**src/rtl/ssq_pkg.sv**
```systemverilog
package ssq_pkg;
    typedef enum logic [1:0] {
        PH_IDLE   = 2'd0,
        PH_FAST   = 2'd1,
        PH_SLOW   = 2'd2,
        PH_STEADY = 2'd3
    } ssq_phase_t;
endpackage

```
**src/rtl/ssq_ramp.sv**
```systemverilog
module ssq_ramp #(
    parameter int TW        = 7,
    parameter int TOFF_MAX  = 65,
    parameter int FAST_STEP = 8,
    parameter int SLOW_STEP = 2
) (
    input  logic          clk,
    input  logic          rst_n,
    input  logic          load_i,
    input  logic          dec_fast_i,
    input  logic          dec_slow_i,
    output logic [TW-1:0] ss_o,
    output logic          empty_after_fast_o,
    output logic          empty_after_slow_o
);
    localparam logic [TW-1:0] LOAD_V = TW'(TOFF_MAX);
    localparam logic [TW-1:0] FSTEP  = TW'(FAST_STEP);
    localparam logic [TW-1:0] SSTEP  = TW'(SLOW_STEP);

    logic [TW-1:0] ss_q;
    logic [TW-1:0] after_fast;
    logic [TW-1:0] after_slow;

    always_comb begin
        after_fast = (ss_q > FSTEP) ? (ss_q - FSTEP) : '0;
        after_slow = (ss_q > SSTEP) ? (ss_q - SSTEP) : '0;
    end

    always_ff @(posedge clk or negedge rst_n) begin
        if (!rst_n)          ss_q <= '0;
        else if (load_i)     ss_q <= LOAD_V;
        else if (dec_fast_i) ss_q <= after_fast;
        else if (dec_slow_i) ss_q <= after_slow;
    end

    assign ss_o               = ss_q;
    assign empty_after_fast_o = (after_fast == '0);
    assign empty_after_slow_o = (after_slow == '0);

    AST_RAMP_NO_RISE: assert property (@(posedge clk) disable iff (!rst_n)
        !load_i |=> (ss_q <= $past(ss_q)));
    AST_RAMP_HOLD: assert property (@(posedge clk) disable iff (!rst_n)
        (!load_i && !dec_fast_i && !dec_slow_i) |=> $stable(ss_q));
endmodule

```
**src/rtl/ssq_phase_fsm.sv**
```systemverilog
module ssq_phase_fsm
    import ssq_pkg::*;
(
    input  logic       clk,
    input  logic       rst_n,
    input  logic       start_i,
    input  logic       restart_i,
    input  logic       cycle_end_i,
    input  logic       zc_seen_i,
    input  logic       empty_after_fast_i,
    input  logic       empty_after_slow_i,
    output ssq_phase_t phase_o,
    output logic       load_o,
    output logic       dec_fast_o,
    output logic       dec_slow_o
);
    ssq_phase_t state_q, state_d;

    always_ff @(posedge clk or negedge rst_n) begin
        if (!rst_n) state_q <= PH_IDLE;
        else        state_q <= state_d;
    end

    always_comb begin
        state_d    = state_q;
        load_o     = 1'b0;
        dec_fast_o = 1'b0;
        dec_slow_o = 1'b0;
        if (restart_i) begin
            load_o  = 1'b1;
            state_d = PH_FAST;
        end else begin
            unique case (state_q)
                PH_IDLE: begin
                    if (start_i) begin
                        load_o  = 1'b1;
                        state_d = PH_FAST;
                    end
                end
                PH_FAST: begin
                    if (cycle_end_i && zc_seen_i) begin
                        dec_fast_o = 1'b1;
                        state_d    = empty_after_fast_i ? PH_STEADY : PH_FAST;
                    end else if (cycle_end_i) begin
                        dec_slow_o = 1'b1;
                        state_d    = empty_after_slow_i ? PH_STEADY : PH_SLOW;
                    end
                end
                PH_SLOW: begin
                    if (cycle_end_i) begin
                        dec_slow_o = 1'b1;
                        state_d    = empty_after_slow_i ? PH_STEADY : PH_SLOW;
                    end
                end
                PH_STEADY: begin
                    state_d = PH_STEADY;
                end
                default: state_d = PH_IDLE;
            endcase
        end
    end

    assign phase_o = state_q;

    AST_SLOW_STAYS: assert property (@(posedge clk) disable iff (!rst_n)
        (state_q == PH_SLOW && !restart_i) |=> (state_q != PH_FAST));
    AST_RESTART_FAST: assert property (@(posedge clk) disable iff (!rst_n)
        restart_i |=> (state_q == PH_FAST));
    AST_START_IGNORED: assert property (@(posedge clk) disable iff (!rst_n)
        (start_i && !restart_i && state_q == PH_STEADY) |=> (state_q == PH_STEADY));
endmodule

```
**src/rtl/ssq_toff_select.sv**
```systemverilog
module ssq_toff_select
    import ssq_pkg::*;
#(
    parameter int TW       = 7,
    parameter int TOFF_MIN = 43,
    parameter int TOFF_MAX = 65
) (
    input  logic          clk,
    input  logic          rst_n,
    input  ssq_phase_t    phase_i,
    input  logic [TW-1:0] ss_i,
    input  logic [TW-1:0] fb_i,
    output logic [TW-1:0] toff_o
);
    localparam logic [TW-1:0] LO = TW'(TOFF_MIN);
    localparam logic [TW-1:0] HI = TW'(TOFF_MAX);

    logic [TW-1:0] pick;

    always_comb begin
        unique case (phase_i)
            PH_IDLE:   pick = HI;
            PH_STEADY: pick = fb_i;
            default:   pick = (ss_i > fb_i) ? ss_i : fb_i;
        endcase
        if (pick < LO)      toff_o = LO;
        else if (pick > HI) toff_o = HI;
        else                toff_o = pick;
    end

    AST_TOFF_RANGE: assert property (@(posedge clk) disable iff (!rst_n)
        (toff_o >= LO) && (toff_o <= HI));
    AST_TOFF_COVERS_RAMP: assert property (@(posedge clk) disable iff (!rst_n)
        (phase_i == PH_FAST || phase_i == PH_SLOW) |-> (toff_o >= ss_i || toff_o == HI));
endmodule

```
**src/rtl/ssq_offtime_seq.sv**
```systemverilog
module ssq_offtime_seq
    import ssq_pkg::*;
#(
    parameter int TOFF_MAX  = 65,
    parameter int TOFF_MIN  = 43,
    parameter int FAST_STEP = 8,
    parameter int SLOW_STEP = 2,
    parameter int TW        = $clog2(TOFF_MAX + 1) + 1
) (
    input  logic          clk,
    input  logic          rst_n,
    input  logic          start_i,
    input  logic          restart_i,
    input  logic          cycle_end_i,
    input  logic          zc_seen_i,
    input  logic [TW-1:0] fb_toff_i,
    output logic [TW-1:0] toff_o,
    output logic [1:0]    phase_o
);
    ssq_phase_t    phase;
    logic          load, dec_fast, dec_slow;
    logic          empty_fast, empty_slow;
    logic [TW-1:0] ss;

    ssq_phase_fsm u_fsm (
        .clk               (clk),
        .rst_n             (rst_n),
        .start_i           (start_i),
        .restart_i         (restart_i),
        .cycle_end_i       (cycle_end_i),
        .zc_seen_i         (zc_seen_i),
        .empty_after_fast_i(empty_fast),
        .empty_after_slow_i(empty_slow),
        .phase_o           (phase),
        .load_o            (load),
        .dec_fast_o        (dec_fast),
        .dec_slow_o        (dec_slow)
    );

    ssq_ramp #(
        .TW(TW), .TOFF_MAX(TOFF_MAX), .FAST_STEP(FAST_STEP), .SLOW_STEP(SLOW_STEP)
    ) u_ramp (
        .clk               (clk),
        .rst_n             (rst_n),
        .load_i            (load),
        .dec_fast_i        (dec_fast),
        .dec_slow_i        (dec_slow),
        .ss_o              (ss),
        .empty_after_fast_o(empty_fast),
        .empty_after_slow_o(empty_slow)
    );

    ssq_toff_select #(
        .TW(TW), .TOFF_MIN(TOFF_MIN), .TOFF_MAX(TOFF_MAX)
    ) u_sel (
        .clk    (clk),
        .rst_n  (rst_n),
        .phase_i(phase),
        .ss_i   (ss),
        .fb_i   (fb_toff_i),
        .toff_o (toff_o)
    );

    assign phase_o = phase;

    AST_STEADY_EMPTY: assert property (@(posedge clk) disable iff (!rst_n)
        (phase == PH_STEADY) |-> (ss == '0));
    AST_LOAD_FULL: assert property (@(posedge clk) disable iff (!rst_n)
        (start_i && phase == PH_IDLE) |=> (ss == TW'(TOFF_MAX) && phase == PH_FAST));
endmodule

```
**config.mk**
```make
export PLATFORM = sky130hd
export DESIGN_NAME = ssq_offtime_seq
export DESIGN_NICKNAME = d
export VERILOG_FILES = /design/src/rtl/ssq_pkg.sv /design/src/rtl/ssq_ramp.sv /design/src/rtl/ssq_phase_fsm.sv /design/src/rtl/ssq_toff_select.sv /design/src/rtl/ssq_offtime_seq.sv
export SDC_FILE = /design/constraint.sdc
export NUM_CORES = 1
export LEC_CHECK = 0
export BUFFER_PORTS_ARGS = -buffer_cell sky130_fd_sc_hd__buf_2
export CORE_MARGIN = 3
export CORE_UTILIZATION = 35
export CTS_CLUSTER_DIAMETER = 120
export DETAILED_ROUTE_END_ITERATION = 12
export GPL_TIMING_DRIVEN = 1
export MAX_ROUTING_LAYER = met4
export PLACE_DENSITY = 0.65
export SLEW_MARGIN = 25
export SYNTH_ARGS = -nofsm -noshare
export SYNTH_HDL_FRONTEND = slang
export SYNTH_HIERARCHICAL = 1
export SYNTH_SLANG_ARGS = --single-unit
```
**constraint.sdc**
```tcl
create_clock -name clk -period 5.6 [get_ports clk]
set_clock_uncertainty 0.05 [all_clocks]
set_input_delay 1.12 -clock clk [delete_from_list [all_inputs] [get_ports clk]]
set_output_delay 1.12 -clock clk [all_outputs]
set_load 0.05 [all_outputs]
```
# Word-level counts from Yosys, hierarchy flattened
# Cells that the tools add are included.
# word_totals
in_bits	14
register_bits	10
out_inout_bits	10
wordCells	44
# op_classes
muxes	26
n_eq_ne	4
n_addsub	2
n_reduce_logical	5
magnitude_cmp	5
# ops
operator	count
$mux W8	8
$logic_not A8 Y1	2
$pmux W8 S2	1
$mux W1	10
$mux W2	5
$gt A8 B2 Y1 const B	1
$gt A8 B4 Y1 const B	1
$gt A8 B7 Y1 const B	1
$gt A8 B8 Y1	1
$lt A8 B6 Y1 const B	1
$pmux W2 S4	1
$sub A8 B2 Y8 const B	1
$sub A8 B4 Y8 const B	1
$eq A2 B2 Y1 const B	2
$ne A3 B3 Y1 const B	1
$reduce_bool A3 Y1	1
$eq A2 B1 Y1 const B	1
$logic_not A2 Y1	1
$pmux W1 S2	1
$logic_and A1 B1 Y1	1

# Logic depth before layout (Yosys ltp)
# Gate-level depths: netlist (run 1).
# logic_depth
ltp_word	8
depth_mapped	11
mapped_depth_nobuf	10

# Hierarchy
# The synthesis (run 1) kept the hierarchy.
# by_module_without_submodules
mod	area_per_inst_um2	instances	seq_area_each_um2	cells_per_inst
ssq_ramp	738.2	1	200.2	90
ssq_toff_select	581.8	1	0.0	84
ssq_phase_fsm	249.0	1	50.0	30

# Worst setup path after synthesis (run 1)
# OpenSTA, ideal clock, no wires.
# synth_timing
kind	input to output
startpoint	input fb_toff_i[1]
endpoint	output toff_o[2]
path_stages	10
arrival_time_ns	4.070
required_time_ns	4.430
path_buffers	0
setup_slack_ns	0.360
cell_sequence	inv_1 -> ha_1 -> nor2b_1 -> o211ai_1 -> a21oi_2 -> o211ai_1 -> o211ai_2 -> inv_2 -> nor2_1 -> a211oi_1
# synth_between
elab_chain_cells	6
word_cells_on_any_way	7
classes_between	order compare: 3; mux: 4
# synth_rtl
element	line	source
from (decl)	ssq_offtime_seq.sv:16	input logic [TW-1:0] fb_toff_i,
$gt A8 B8 Y1	ssq_toff_select.sv:24	default: pick = (ss_i > fb_i) ? ss_i : fb_i;
$mux W8	ssq_toff_select.sv:24	
$pmux W8 S2 (*)	ssq_toff_select.sv:21	unique case (phase_i)
$gt A8 B7 Y1	ssq_toff_select.sv:27	else if (pick > HI) toff_o = HI;
$mux W8	ssq_toff_select.sv:27	
$mux W8 (*)	ssq_toff_select.sv:26	if (pick < LO) toff_o = LO;
to (decl)	ssq_offtime_seq.sv:17	output logic [TW-1:0] toff_o,
# Every way passes the cells marked *; elsewhere a longest branch is shown, timed or not.

# Worst setup path in the final report (run 1)
# layout_timing
startpoint	input fb_toff_i[3]
endpoint	output toff_o[3]
# Same word-level chain as after synthesis.

==> results.sh, run 1 <==
export IMPL_status="finished clean"
export IMPL_grt_max_degree=16
export IMPL_fin_cells=273
export IMPL_antenna_left=0
export IMPL_fillers=451
export IMPL_max_vdd_ir_drop_v=0.000191
export IMPL_initial_core_util_pct=37.6
export IMPL_ys_flop_type="dfrtp_1"
export IMPL_synth_area_mm2=0.00157
export IMPL_yosysWarningCount=6
export IMPL_syn_to_final_growth_pct=11.6
export IMPL_synth_edf_count=0
export IMPL_first_global_vias=1480
export IMPL_cts_resized=0
export IMPL_worst_pin_slew_ns=0.687
export IMPL_dr_first_iter_drc_count=90
export IMPL_synthArstFlopShare_pct=100
export IMPL_maxSlewViolCount=0
export IMPL_htree_levels=1
export IMPL_numCtsBuffers=3
export IMPL_place_gp_congestion=0.816
export IMPL_antenna_found_initial=0
export IMPL_power_density_mw_per_mm2=496
export IMPL_slew_headroom_pct=54.0
export IMPL_syn_nets=239
export IMPL_multi_input_area_mm2=0.00119
export IMPL_cts_buffer_depth=2
export IMPL_synth_seq_cells=10
export IMPL_fin_util_pct=41.9
export IMPL_crit_fanout=12
export IMPL_wl_per_cell_um=14.3
export IMPL_grt_overflow_total=0
export IMPL_seq_area_frac_synth_pct=15.9
export IMPL_avgSynthCellArea_um2=7.69
export IMPL_vias=1537
export IMPL_cts_tree="yes"
export IMPL_fin_setup_tns_ns=0
export IMPL_clock_fmax_ghz=0.216
export IMPL_ctsHoldBuffers=0
export IMPL_wl_um=3900
export IMPL_layout_drive_gt1_share_pct=18.8
export IMPL_arrival_ns=3.46
export IMPL_postCtsSetupRepairBufs=0
export IMPL_fin_crit_ns=4.63
export IMPL_coreArea_mm2=0.00417
export IMPL_drcViolationCount=0
export IMPL_power_leakage_nw=0.811
export IMPL_path_clk_slew_ns=0.05
export IMPL_diodes=0
export IMPL_critPathCaptureType="output pin"
export IMPL_pin_count=24
export IMPL_clk_insertion_delay_late_ns=0.23
export IMPL_grt_pass1_wl_um=6780
export IMPL_grt_usage_pct=16.0
export IMPL_critPathRequiredTime_ns=4.43
export IMPL_port_buffers=22
export IMPL_hold_violations=0
export IMPL_maxCapViolCount=0
export IMPL_rows=23
export IMPL_clock_sinks=10
export IMPL_dp_cells=269
export IMPL_fin_nets=259
export IMPL_hp_class="register to register"
export IMPL_grt_setup_unrepaired="no"
export IMPL_post_dp_hpwl_um=3070
export IMPL_cts_root_buffer="clkbuf_8"
export IMPL_die_area_mm2=0.00532
export IMPL_finalCritPeriodShare_pct=82.8
export IMPL_viasPerCell=5.63
export IMPL_synth_cell_types=60
export IMPL_die_width_um=73.0
export IMPL_die_h_um=73.0
export IMPL_drt_first_pass_iters=4
export IMPL_startpoint_type="input pin"
export IMPL_area_sequential_um2=250
export IMPL_finalSetupViolCount=0
export IMPL_syn_instance_count=204
export IMPL_critPathKind="input pin to output pin"
## stage by stage
stage	setup slack, ns	hold WS, ns	total power (W)	cell area [µm²]
after floorplan	0.360	0.500	0.000649	1570
after global placement	1.02	0.568	0.000774	1700
after detailed placement	0.965	0.569	0.000775	1700
after CTS	0.964	0.581	0.000869	1750
after global routing	0.770	0.624	0.000946	1750
final	0.966	0.590	0.000868	1750
## kinds of logic (layout without fill, tap and decap cells)
| family | Yosys count | after routing | synth area share, % |
|---|---|---|---|
| other | 1 | 1 | 0.239 |
| flip-flops | 10 | 10 | 15.9 |
| multiplexers | 2 | 2 | 1.59 |
| AND/OR/NAND/NOR | 79 | 79 | 27.4 |
| buffers and inverters | 29 | 48 | 8.45 |
| adder cells (fa/ha/maj) | 21 | 21 | 16.7 |
| AO/OA/AOI/OAI | 60 | 60 | 28.5 |
| XOR/XNOR | 2 | 2 | 1.12 |
## power by group
| part | total [W] | leakage [nW] | switching (W) | internal (W) |
|---|---|---|---|---|
| clock | 0.0000907 | 0.0288 | 0.0000289 | 0.0000619 |
| sequential | 0.000145 | 0.123 | 0.0000558 | 0.0000891 |
| combinational | 0.000632 | 0.659 | 0.000420 | 0.000212 |
## path summary, 6_finish.rpt
kind / from / to / slack (ns) / depth (start not counted)
max reg2reg: u_fsm/phase_o[1] / u_ramp/ss_o[7] / 2.97 / 9
min: u_ramp/ss_o[0] / u_ramp/ss_o[0] / 0.59 / 1
min in group asynchronous: rst_n / u_fsm/phase_o[1] / 0.69 / 1
max in group asynchronous: rst_n / u_ramp/ss_o[3] / 4.60 / 1
min reg2reg: u_ramp/ss_o[0] / u_ramp/ss_o[0] / 0.59 / 1
max: fb_toff_i[3] / toff_o[3] / 0.97 / 11
## sequential cells by signal (all words and copies together), names as in the netlist
signal,flops
u_fsm/phase_o,2
u_ramp/ss_o,8
## critical path, stage by stage
cell	delay, ns
buf_2	0.13
inv_1	0.05
ha_1	0.32
nand4_2	0.15
or2_4	0.28
and3_4	0.18
a31oi_4	0.32
mux2_4	0.34
nor2_1	0.17
o2bb2ai_1	0.13
buf_2	0.27
## Yosys cell counts, drive strengths merged, types with 4 or more instances
cell	number	share of area [%]
o211ai	5	2.7
nor3	12	4.9
o21ai	5	1.6
dfrtp	10	16
inv	21	5.0
a211oi	4	1.9
nor2b	7	2.8
a21o	4	1.9
nand4	4	2.0
nor2	17	4.1
nand2	21	5.0
ha	21	17
buf	7	3.2
a31oi	6	3.3
a21oi	14	4.7
## layer usage
| layer | GRT usage (%) | share of wire [%] | vias up | routed length (µm) |
|---|---|---|---|---|
| li1 | - | - | 785 | - |
| met1 | 23.1 | 49 | 719 | 1920 |
| met2 | 24.7 | 46 | 31 | 1820 |
| met3 | 1.24 | 3.8 | 2 | 150 |
| met4 | 3.07 | 0.36 | 0 | 14 |
| met5 | - | 0 | - | 0 |
## cell type report
class                      instances  share of cell area [%]
tap                               50                    3.57
clock buffer                       4                    3.15
timing repair buffer              23                    6.72
sequential                        10                    14.3
inverter                          21                    4.50
multi-input combinational        165                    67.8
## cell usage in the layout, fill, tap and decap left out, drive strengths merged, types with 5 or more instances in the layout
| master | n |
|---|---|
| a21oi | 14 |
| a31oi | 6 |
| buf | 23 |
| dfrtp | 10 |
| ha | 21 |
| inv | 21 |
| nand2 | 21 |
| nor2 | 17 |
| nor2b | 7 |
| nor3 | 12 |
| o211ai | 5 |
| o21ai | 5 |
Note: power is estimated with default switching activity, not from simulation.
==> run 2: changes to the inputs <==
==> constraint.sdc (replaced) <==
create_clock -name clk -period 4.85 [get_ports clk]
set_clock_uncertainty 0.05 [all_clocks]
set_input_delay 0.97 -clock clk [delete_from_list [all_inputs] [get_ports clk]]
set_output_delay 0.97 -clock clk [all_outputs]
set_load 0.05 [all_outputs]
==> results.sh, run 2 (same netlist as run 1, synthesis figures left out) <==
export IMPL_finalSetupViolCount=0
export IMPL_pin_count=24
export IMPL_post_dp_hpwl_um=2960
export IMPL_dr_first_iter_drc_count=115
export IMPL_diodes=0
export IMPL_hold_violations=0
export IMPL_worst_pin_slew_ns=0.652
export IMPL_whs_ns=0.540
export IMPL_fin_crit_ns=4.34
export IMPL_power_leakage_nw=0.817
export IMPL_clk_insertion_delay_late_ns=0.23
export IMPL_maxSlewViolCount=0
export IMPL_rows=23
export IMPL_layout_commonest_cell="buf_2"
export IMPL_maxCapViolCount=0
export IMPL_coreArea_mm2=0.00417
export IMPL_reg2reg_from="u_fsm/phase_o[1]"
export IMPL_clock_sinks=10
export IMPL_critPathKind="input pin to output pin"
export IMPL_drt_first_pass_iters=4
export IMPL_antenna_found_initial=0
export IMPL_postCtsSetupRepairBufs=0
export IMPL_place_gp_congestion=0.875
export IMPL_cts_tree="yes"
export IMPL_numCtsBuffers=3
export IMPL_power_density_mw_per_mm2=573
export IMPL_cts_buffer_depth=2
export IMPL_grt_setup_unrepaired="no"
export IMPL_r2r_slack_ns=2.28
export IMPL_htree_levels=1
export IMPL_die_area_mm2=0.00532
export IMPL_drcViolationCount=0
export IMPL_arrival_ns=3.32
export IMPL_cpPeakStageDelay_ns=0.34
export IMPL_fin_setup_tns_ns=0
export IMPL_die_h_um=73.0
export IMPL_layout_common_cells="buf_2, nand2_1, ha_1, inv_1, nor2_1"
export IMPL_r2r_cells=9
export IMPL_startpoint_type="input pin"
export IMPL_viasPerCell=5.76
export IMPL_max_vdd_ir_drop_v=0.000193
export IMPL_critPathCaptureType="output pin"
export IMPL_wl_per_cell_um=13.8
export IMPL_worstPathCellList="buf_2, inv_1, ha_1, nand4_2, or2_4, and3_4, a31oi_4, mux2_4, nor2_1, o2bb2ai_1, buf_2"
export IMPL_slew_headroom_pct=56.4
export IMPL_grt_max_degree=16
export IMPL_ctsHoldBuffers=0
export IMPL_r2r_end="u_ramp/ss_o[7]"
export IMPL_path_clk_slew_ns=0.05
export IMPL_initial_core_util_pct=37.6
export IMPL_cts_root_buffer="clkbuf_8"
export IMPL_vias=1578
export IMPL_layout_drive_gt1_share_pct=19.6
export IMPL_status="finished clean"
export IMPL_finalCritPeriodShare_pct=89.4
export IMPL_crit_fanout=12
export IMPL_worst_path_max_delay_cell="mux2_4"
export IMPL_antenna_left=0
export IMPL_first_global_vias=1431
export IMPL_cts_resized=0
export IMPL_clock_fmax_ghz=0.231
export IMPL_hp_class="input pin to asynchronous set/reset pin"
export IMPL_wl_um=3790
export IMPL_die_width_um=73.0
export IMPL_fin_nets=260
export IMPL_grt_usage_pct=15.1
export IMPL_grt_pass1_wl_um=6410
export IMPL_crit_path_frequent_cell="buf_2"
export IMPL_critPathRequiredTime_ns=3.83
export IMPL_syn_to_final_growth_pct=12.4
export IMPL_port_buffers=22
export IMPL_grt_overflow_total=0
export IMPL_largest_reg_flops=8
## run 2: changes by cell type in the layout (fill, tap and decap cells not counted), sizes merged
cell	change
buf	+1
## run 2: area by class of cell
type                    count  area [µm²]
fillers                   415        2410
multi-input cells         165        1190
flip-flops and latches     10         250
repair buffers             24         125
inverters                  21        78.8
well taps                  50        62.6
clock buffers               4        55.1
## run 2: where the power goes
group	leakage, nW	internal (W)	switching (W)
registers	0.123	0.000103	0.0000504
clock network	0.0288	0.0000715	0.0000337
logic	0.665	0.000250	0.000502
total	0.817	0.000425	0.000586
## run 2: layer usage
layer / up-vias / global-route usage [%] / share of wire [%]
li1: 788 / - / -
met1: 751 / 22.1 / 50
met2: 37 / 22.4 / 44
met3: 2 / 1.79 / 5.9
met4: 0 / 3.07 / 0.16
met5: - / - / 0
## run 2: metrics by stage
step                util (%)  instances  power [W]  cell area (µm²)  setup slack (ns)
floorplan                  -        204   0.000755             1570             0.236
global placement        40.9        270   0.000900             1710             0.545
detailed placement      40.9        270   0.000902             1710             0.509
CTS                     42.2        274    0.00101             1760             0.510
global route            42.2        274    0.00109             1760             0.329
finish                  42.2        274    0.00101             1760             0.514
## run 2: worst max path at each step
stage,start,endpoint,slack (ns),cells past startpoint
floorplan,fb_toff_i[1],toff_o[3],0.24,9
global placement,fb_toff_i[3],toff_o[3],0.55,11
detailed placement,fb_toff_i[3],toff_o[3],0.51,11
CTS,fb_toff_i[3],toff_o[3],0.51,11
global route,fb_toff_i[5],toff_o[3],0.33,11
finish,fb_toff_i[3],toff_o[3],0.51,11
## run 2: critical path: cells and delay by family
kind / cells / cell delay, ns
AOI/OAI and AO/OA: 2 / 0.46
adders and majority gates: 1 / 0.31
buffers and inverters: 3 / 0.44
muxes: 1 / 0.34
and+or+nand+nor: 4 / 0.79
